### src/rtl/rev_alu_pkg.sv
package rev_alu_pkg;
  localparam int OPC_W = 6;

  localparam logic [OPC_W-1:0] OPC_NOP  = 6'h00;
  localparam logic [OPC_W-1:0] OPC_ADD  = 6'h01;
  localparam logic [OPC_W-1:0] OPC_SUB  = 6'h02;
  localparam logic [OPC_W-1:0] OPC_XOR  = 6'h03;
  localparam logic [OPC_W-1:0] OPC_ROL  = 6'h04;
  localparam logic [OPC_W-1:0] OPC_ROR  = 6'h05;
  localparam logic [OPC_W-1:0] OPC_SWP  = 6'h08;
  localparam logic [OPC_W-1:0] OPC_ADDI = 6'h21;
  localparam logic [OPC_W-1:0] OPC_SUBI = 6'h22;
  localparam logic [OPC_W-1:0] OPC_XORI = 6'h23;
  localparam logic [OPC_W-1:0] OPC_ROLI = 6'h24;
  localparam logic [OPC_W-1:0] OPC_RORI = 6'h25;

  typedef enum logic [2:0] {
    K_NONE, K_ADD, K_SUB, K_XOR, K_ROL, K_ROR, K_SWP
  } op_kind_e;

  typedef struct packed {
    op_kind_e kind;
    logic     use_imm;
    logic     illegal;
  } dec_t;
endpackage

### src/rtl/rev_op_decode.sv
module rev_op_decode
  import rev_alu_pkg::*;
#(
  parameter int AW = 4
) (
  input  logic [OPC_W-1:0] opcode_i,
  input  logic             inverse_i,
  input  logic [AW-1:0]    rd_idx_i,
  input  logic [AW-1:0]    rs_idx_i,
  output dec_t             dec_o
);
  op_kind_e base_kind;
  logic     imm_form;
  logic     self_arith;

  always_comb begin
    base_kind = K_NONE;
    imm_form  = 1'b0;
    unique case (opcode_i)
      OPC_ADD:  base_kind = K_ADD;
      OPC_SUB:  base_kind = K_SUB;
      OPC_XOR:  base_kind = K_XOR;
      OPC_ROL:  base_kind = K_ROL;
      OPC_ROR:  base_kind = K_ROR;
      OPC_SWP:  base_kind = K_SWP;
      OPC_ADDI: begin base_kind = K_ADD; imm_form = 1'b1; end
      OPC_SUBI: begin base_kind = K_SUB; imm_form = 1'b1; end
      OPC_XORI: begin base_kind = K_XOR; imm_form = 1'b1; end
      OPC_ROLI: begin base_kind = K_ROL; imm_form = 1'b1; end
      OPC_RORI: begin base_kind = K_ROR; imm_form = 1'b1; end
      default:  base_kind = K_NONE;
    endcase
  end

  // only register-form add/sub with a shared index destroys information
  assign self_arith = ((opcode_i == OPC_ADD) || (opcode_i == OPC_SUB)) &&
                      (rd_idx_i == rs_idx_i);

  always_comb begin
    dec_o.use_imm = imm_form;
    dec_o.illegal = self_arith;
    dec_o.kind    = base_kind;
    if (inverse_i) begin
      unique case (base_kind)
        K_ADD:   dec_o.kind = K_SUB;
        K_SUB:   dec_o.kind = K_ADD;
        K_ROL:   dec_o.kind = K_ROR;
        K_ROR:   dec_o.kind = K_ROL;
        default: dec_o.kind = base_kind;
      endcase
    end
    if (self_arith) dec_o.kind = K_NONE;
  end
endmodule

### src/rtl/rev_exec_unit.sv
module rev_exec_unit
  import rev_alu_pkg::*;
#(
  parameter int DATA_W = 16
) (
  input  op_kind_e          kind_i,
  input  logic [DATA_W-1:0] a_i,
  input  logic [DATA_W-1:0] b_i,
  output logic [DATA_W-1:0] res_o
);
  localparam int SHW = $clog2(DATA_W);

  logic [SHW-1:0]      amt;
  logic [2*DATA_W-1:0] dbl;
  logic [2*DATA_W-1:0] rol_w;
  logic [2*DATA_W-1:0] ror_w;

  assign amt   = b_i[SHW-1:0];
  assign dbl   = {a_i, a_i};
  assign rol_w = dbl << amt;
  assign ror_w = dbl >> amt;

  always_comb begin
    unique case (kind_i)
      K_ADD:   res_o = a_i + b_i;
      K_SUB:   res_o = a_i - b_i;
      K_XOR:   res_o = a_i ^ b_i;
      K_ROL:   res_o = rol_w[2*DATA_W-1:DATA_W];
      K_ROR:   res_o = ror_w[DATA_W-1:0];
      default: res_o = a_i;
    endcase
  end
endmodule

### src/rtl/rev_regfile.sv
module rev_regfile #(
  parameter int DATA_W = 16,
  parameter int REG_N  = 16,
  localparam int AW    = $clog2(REG_N)
) (
  input  logic              clk_i,
  input  logic              rst_ni,
  input  logic [AW-1:0]     ra_addr_i,
  input  logic [AW-1:0]     rb_addr_i,
  output logic [DATA_W-1:0] ra_data_o,
  output logic [DATA_W-1:0] rb_data_o,
  input  logic              wa_en_i,
  input  logic [AW-1:0]     wa_addr_i,
  input  logic [DATA_W-1:0] wa_data_i,
  input  logic              wb_en_i,
  input  logic [AW-1:0]     wb_addr_i,
  input  logic [DATA_W-1:0] wb_data_i
);
  logic [DATA_W-1:0] rf [REG_N];

  for (genvar g = 0; g < REG_N; g++) begin : g_reg
    logic [DATA_W-1:0] q;
    always_ff @(posedge clk_i or negedge rst_ni) begin
      if (!rst_ni) begin
        q <= '0;
      end else if (wa_en_i && (wa_addr_i == AW'(g))) begin
        q <= wa_data_i;
      end else if (wb_en_i && (wb_addr_i == AW'(g))) begin
        q <= wb_data_i;
      end
    end
    assign rf[g] = q;
  end

  assign ra_data_o = rf[ra_addr_i];
  assign rb_data_o = rf[rb_addr_i];
endmodule

### src/rtl/rev_alu_core.sv
module rev_alu_core
  import rev_alu_pkg::*;
#(
  parameter int DATA_W = 16,
  parameter int REG_N  = 16,
  localparam int AW    = $clog2(REG_N)
) (
  input  logic              clk_i,
  input  logic              rst_ni,
  input  logic              exec_i,
  input  logic              inverse_i,
  input  logic [OPC_W-1:0]  opcode_i,
  input  logic [AW-1:0]     rd_idx_i,
  input  logic [AW-1:0]     rs_idx_i,
  input  logic [DATA_W-1:0] imm_i,
  output logic [DATA_W-1:0] rd_data_o,
  output logic [DATA_W-1:0] rs_data_o,
  output logic              illegal_o
);
  dec_t              dec;
  logic [DATA_W-1:0] rd_val, rs_val, operand, result;
  logic              wa_en, wb_en;
  logic [DATA_W-1:0] wa_data;

  rev_op_decode #(.AW(AW)) i_decode (
    .opcode_i  (opcode_i),
    .inverse_i (inverse_i),
    .rd_idx_i  (rd_idx_i),
    .rs_idx_i  (rs_idx_i),
    .dec_o     (dec)
  );

  assign operand = dec.use_imm ? imm_i : rs_val;

  rev_exec_unit #(.DATA_W(DATA_W)) i_exec (
    .kind_i (dec.kind),
    .a_i    (rd_val),
    .b_i    (operand),
    .res_o  (result)
  );

  // swap: port A loads rd from rs, port B loads rs from rd
  assign wa_en   = exec_i && (dec.kind != K_NONE);
  assign wb_en   = exec_i && (dec.kind == K_SWP);
  assign wa_data = (dec.kind == K_SWP) ? rs_val : result;

  rev_regfile #(.DATA_W(DATA_W), .REG_N(REG_N)) i_regfile (
    .clk_i     (clk_i),
    .rst_ni    (rst_ni),
    .ra_addr_i (rd_idx_i),
    .rb_addr_i (rs_idx_i),
    .ra_data_o (rd_val),
    .rb_data_o (rs_val),
    .wa_en_i   (wa_en),
    .wa_addr_i (rd_idx_i),
    .wa_data_i (wa_data),
    .wb_en_i   (wb_en),
    .wb_addr_i (rs_idx_i),
    .wb_data_i (rd_val)
  );

  assign rd_data_o = rd_val;
  assign rs_data_o = rs_val;
  assign illegal_o = dec.illegal;
endmodule

### config.mk
export PLATFORM = sky130hd
export DESIGN_NAME = rev_alu_core
export DESIGN_NICKNAME = d
export VERILOG_FILES = /design/src/rtl/rev_alu_pkg.sv /design/src/rtl/rev_op_decode.sv /design/src/rtl/rev_exec_unit.sv /design/src/rtl/rev_regfile.sv /design/src/rtl/rev_alu_core.sv
export SDC_FILE = /design/constraint.sdc
export NUM_CORES = 1
export LEC_CHECK = 0
export BUFFER_PORTS_ARGS = -buffer_cell sky130_fd_sc_hd__buf_2
export CAP_MARGIN = 20
export CORE_UTILIZATION = 45
export DETAILED_ROUTE_END_ITERATION = 10
export PLACE_DENSITY = 0.58
export SLEW_MARGIN = 10
export SYNTH_ARGS = -nofsm -noshare
export SYNTH_HDL_FRONTEND = slang
export SYNTH_SLANG_ARGS = --single-unit
### constraint.sdc
create_clock -name clk_i -period 12.9 [get_ports clk_i]
set_input_delay 1.29 -clock clk_i [delete_from_list [all_inputs] [get_ports clk_i]]
set_output_delay 1.29 -clock clk_i [all_outputs]
set_load 0.05 [all_outputs]
==> metrics.txt <==
Largest Register i_regfile.g.q; ANT nets after route 0; routed vias 18300; first-pass GRT wire length 118000 um; Synth area leader dfrtp_1; fin worst setup slack 5.53 ns; H-Tree Level Count 1; Tcrit/Tclk final 57.1%; Remaining Overflow, GRT 0; worst reg-to-reg setup slack 6.79 ns; I/O Buffers 66; Rel. slew slack 20.2%; CTS tree done; maximum fanout along the worst path 48; postcts setup bufs 0; 1st-pass router iterations 7; Synth top area share 32.5%; Die Area 44700 sq um; cell count after synthesis 2106; clk_skew 0.00998 ns; clk sinks 256; Die H 211 um; dpl cells 2593; Ys Warns 0; WP buf/inv 4; unrepaired setup endpoints after global routing no; Worst Tran Pin Value 1.19 ns; outcome complete, no violations; delay-heaviest family, CP compound AO/OA/AOI/OAI gates; Clock Latency Late Sink 0.57 ns; WHS Path Cells 2; initial antenna violation count 1; starting density of the core 45.7%; leakage 8.64 nW; final setup TNS 0 ns; vias per inst 6.92; CP Launch Point rs_idx_i[1]; Worst R2R Path Depth 18; pre-CTS setup slack 5.13 ns; net count after synthesis 2160; post_cts resized 0; Rows 76; min Tclk post-route 7.37 ns; crit path cell chain buf_2 -> buf_4 -> mux4_2 -> a22oi_1 -> nand3_1 -> mux2_2 -> inv_2 -> buf_4 -> a21oi_1 -> fa_1 -> nand3b_1 -> a21oi_1 -> o21a_1 -> o21ai_0 -> a21oi_1 -> a21oi_1 -> and3_1 -> or4_1 -> o22ai_2 -> a21oi_1; cell mode on critical path a21oi_1; GPL Wtd Cong 1.02; Final Net Count 2097; Post-Route WL 80000 um; HP Class reg2reg; iteration-0 DRC count of the detailed router 2117; startpoint type of the worst setup path input pin; Avg Cell Area, Syn 9.37 sq um; layout cells sized above 1 20.1%; Crit. End Element register; Post-synth EDFFs 0; Root Driver clkbuf_16; max_cap viols 0; Critical R2R Capture i_regfile.g_reg[11].q[12]; Slew Limit Fails 0; r2r startpoint i_regfile.g_reg[10].q[1]; slowest cell delay on critical path 0.66 ns; DRC 0; WP data required 13.30 ns; diode count 0; commonest register cell after synthesis dfrtp_1; kind of critical path in2reg; Hold EP i_regfile.g_reg[15].q[12]; # IOs 67; post-synthesis async set-or-reset flop share 100%; Total GRT Usage 35.9%; fmax 136 MHz; vias in the first global route 17300; largest net degree at the start of global routing 114; VDD IR max 93.8 uV; Largest regs i_regfile.g.q x256; ranking of synthesized cells by area dfrtp_1, mux4_2, a211oi_1, a21oi_1, nor2_1; WP data arrival 7.77 ns; Syn-to-layout area delta 7.96%; DP Wirelength 53100 um; Final Non-Filler Cells 2648; pwr dens 172 nW/um^2; synthesized cell area 19700 sq um; clock tree buffer depth 3; final-layout fill cell count 4085; Worst path slowest cell buf_4; chip width 211 um; Num CTS Buffers 28; Post-CTS Hold Buffers 0; Routed wire per std cell 30.2 um; Min-Delay Startpoint i_regfile.g_reg[15].q[12]; Reg clk slew, reported paths 0.06 ns; Core Util, Final 49.4%; core area 43200 sq um; final number of setup-violating endpoints 0; library cells used by synthesis 82; Final Hold Fails 0; Largest register FFs 256; post-synthesis sequential area ratio 32.5%; Yosys reg bits 256
## through the flow
| step | area [sq um] | hold WS (ns) | power, mW |
|---|---|---|---|
| 6_report | 21300 | 0.584 | 3.67 |
| 2_1_floorplan | 19700 | 0.526 | 2.33 |
| 3_5_place_dp | 20300 | 0.563 | 2.83 |
| 5_1_grt | 21300 | 0.603 | 3.82 |
| 4_1_cts | 21200 | 0.580 | 3.62 |
| 3_3_place_gp | 20300 | 0.547 | 2.81 |
## where the power goes
group / internal (mW) / switching [mW] / total (mW)
clock: 0.442 / 0.345 / 0.788
sequential: 0.989 / 0.166 / 1.15
combinational: 0.636 / 1.09 / 1.72
total: 2.07 / 1.60 / 3.67
## cells in the mapped netlist (all sizes together) (21+ instances only)
library cell	n
a31oi	30
o21ai	43
a211oi	259
clkbuf	132
mux2i	68
buf	98
nand3	21
xnor2	22
dfrtp	256
inv	26
nor2	328
nor3	46
mux4	133
mux2	35
a21oi	311
nand2	68
## final cells by class
type	count	area (sq um)	area share (%)
Sequential cell	256	6410	30.1
Inverter	27	101	0.476
Tap cell	585	732	3.44
Clock buffer	38	820	3.85
Multi-Input combinational cell	1593	12200	57.4
Clock inverter	12	66.3	0.311
Timing Repair Buffer	137	950	4.46
## routing by layer
layer / vias up / track usage (%) / part of all wire (%)
met5: - / 0 / 0.0087
met4: 2 / 19.5 / 5.7
met3: 215 / 6.88 / 9.1
met2: 1012 / 55.1 / 46
met1: 9248 / 48.0 / 40
li1: 7860 / - / -
## cells in the final DEF, fill, tap and decap left out, types with 12 or more instances in the layout
cell type,netlist,routed
a21oi_1,300,300
xor2_1,18,18
buf_4,13,69
a31oi_1,30,30
nor2_1,328,316
nor2_4,0,12
mux2i_1,66,66
mux4_2,133,133
nor2b_1,14,14
nor4_1,12,12
ha_1,19,19
o21ai_0,36,36
nand3_1,19,19
clkbuf_16,0,29
a22oi_1,18,18
mux2_2,34,34
inv_1,23,23
a21o_1,14,14
xnor2_1,22,22
nand2_1,68,68
dfrtp_1,256,256
nor3_1,45,41
a211oi_1,257,257
buf_2,53,62
## worst max path at each step
stage / depth (start not counted) / to
finish: 20 / i_regfile.g_reg[11].q[12]
global route: 20 / i_regfile.g_reg[6].q[12]
CTS: 20 / i_regfile.g_reg[11].q[12]
detailed placement: 20 / i_regfile.g_reg[11].q[12]
global placement: 20 / i_regfile.g_reg[6].q[12]
floorplan: 27 / i_regfile.g_reg[12].q[12]
## logic make-up (layout without fill, tap and decap cells)
kind of cell / Yosys count / after routing / synth area share, %
AND/OR/NAND/NOR: 544 / 544 / 12.2
buffers and inverters: 257 / 214 / 6.12
flip-flops: 256 / 256 / 32.5
multiplexers: 236 / 236 / 20.7
XOR/XNOR: 41 / 41 / 1.89
AO/OA/AOI/OAI: 752 / 752 / 25.3
adder cells (fa/ha/maj): 20 / 20 / 1.31
## worst register-to-register path, delay by kind of cell (launching register included)
kind,cells,cell delay [ns]
compound gates,9,2.14
simple gates,4,1.28
mux,2,1.13
buf+inv,2,0.55
fa+ha+maj,1,0.45
flops,1,0.40
Power figures use the tool's default switching activity.
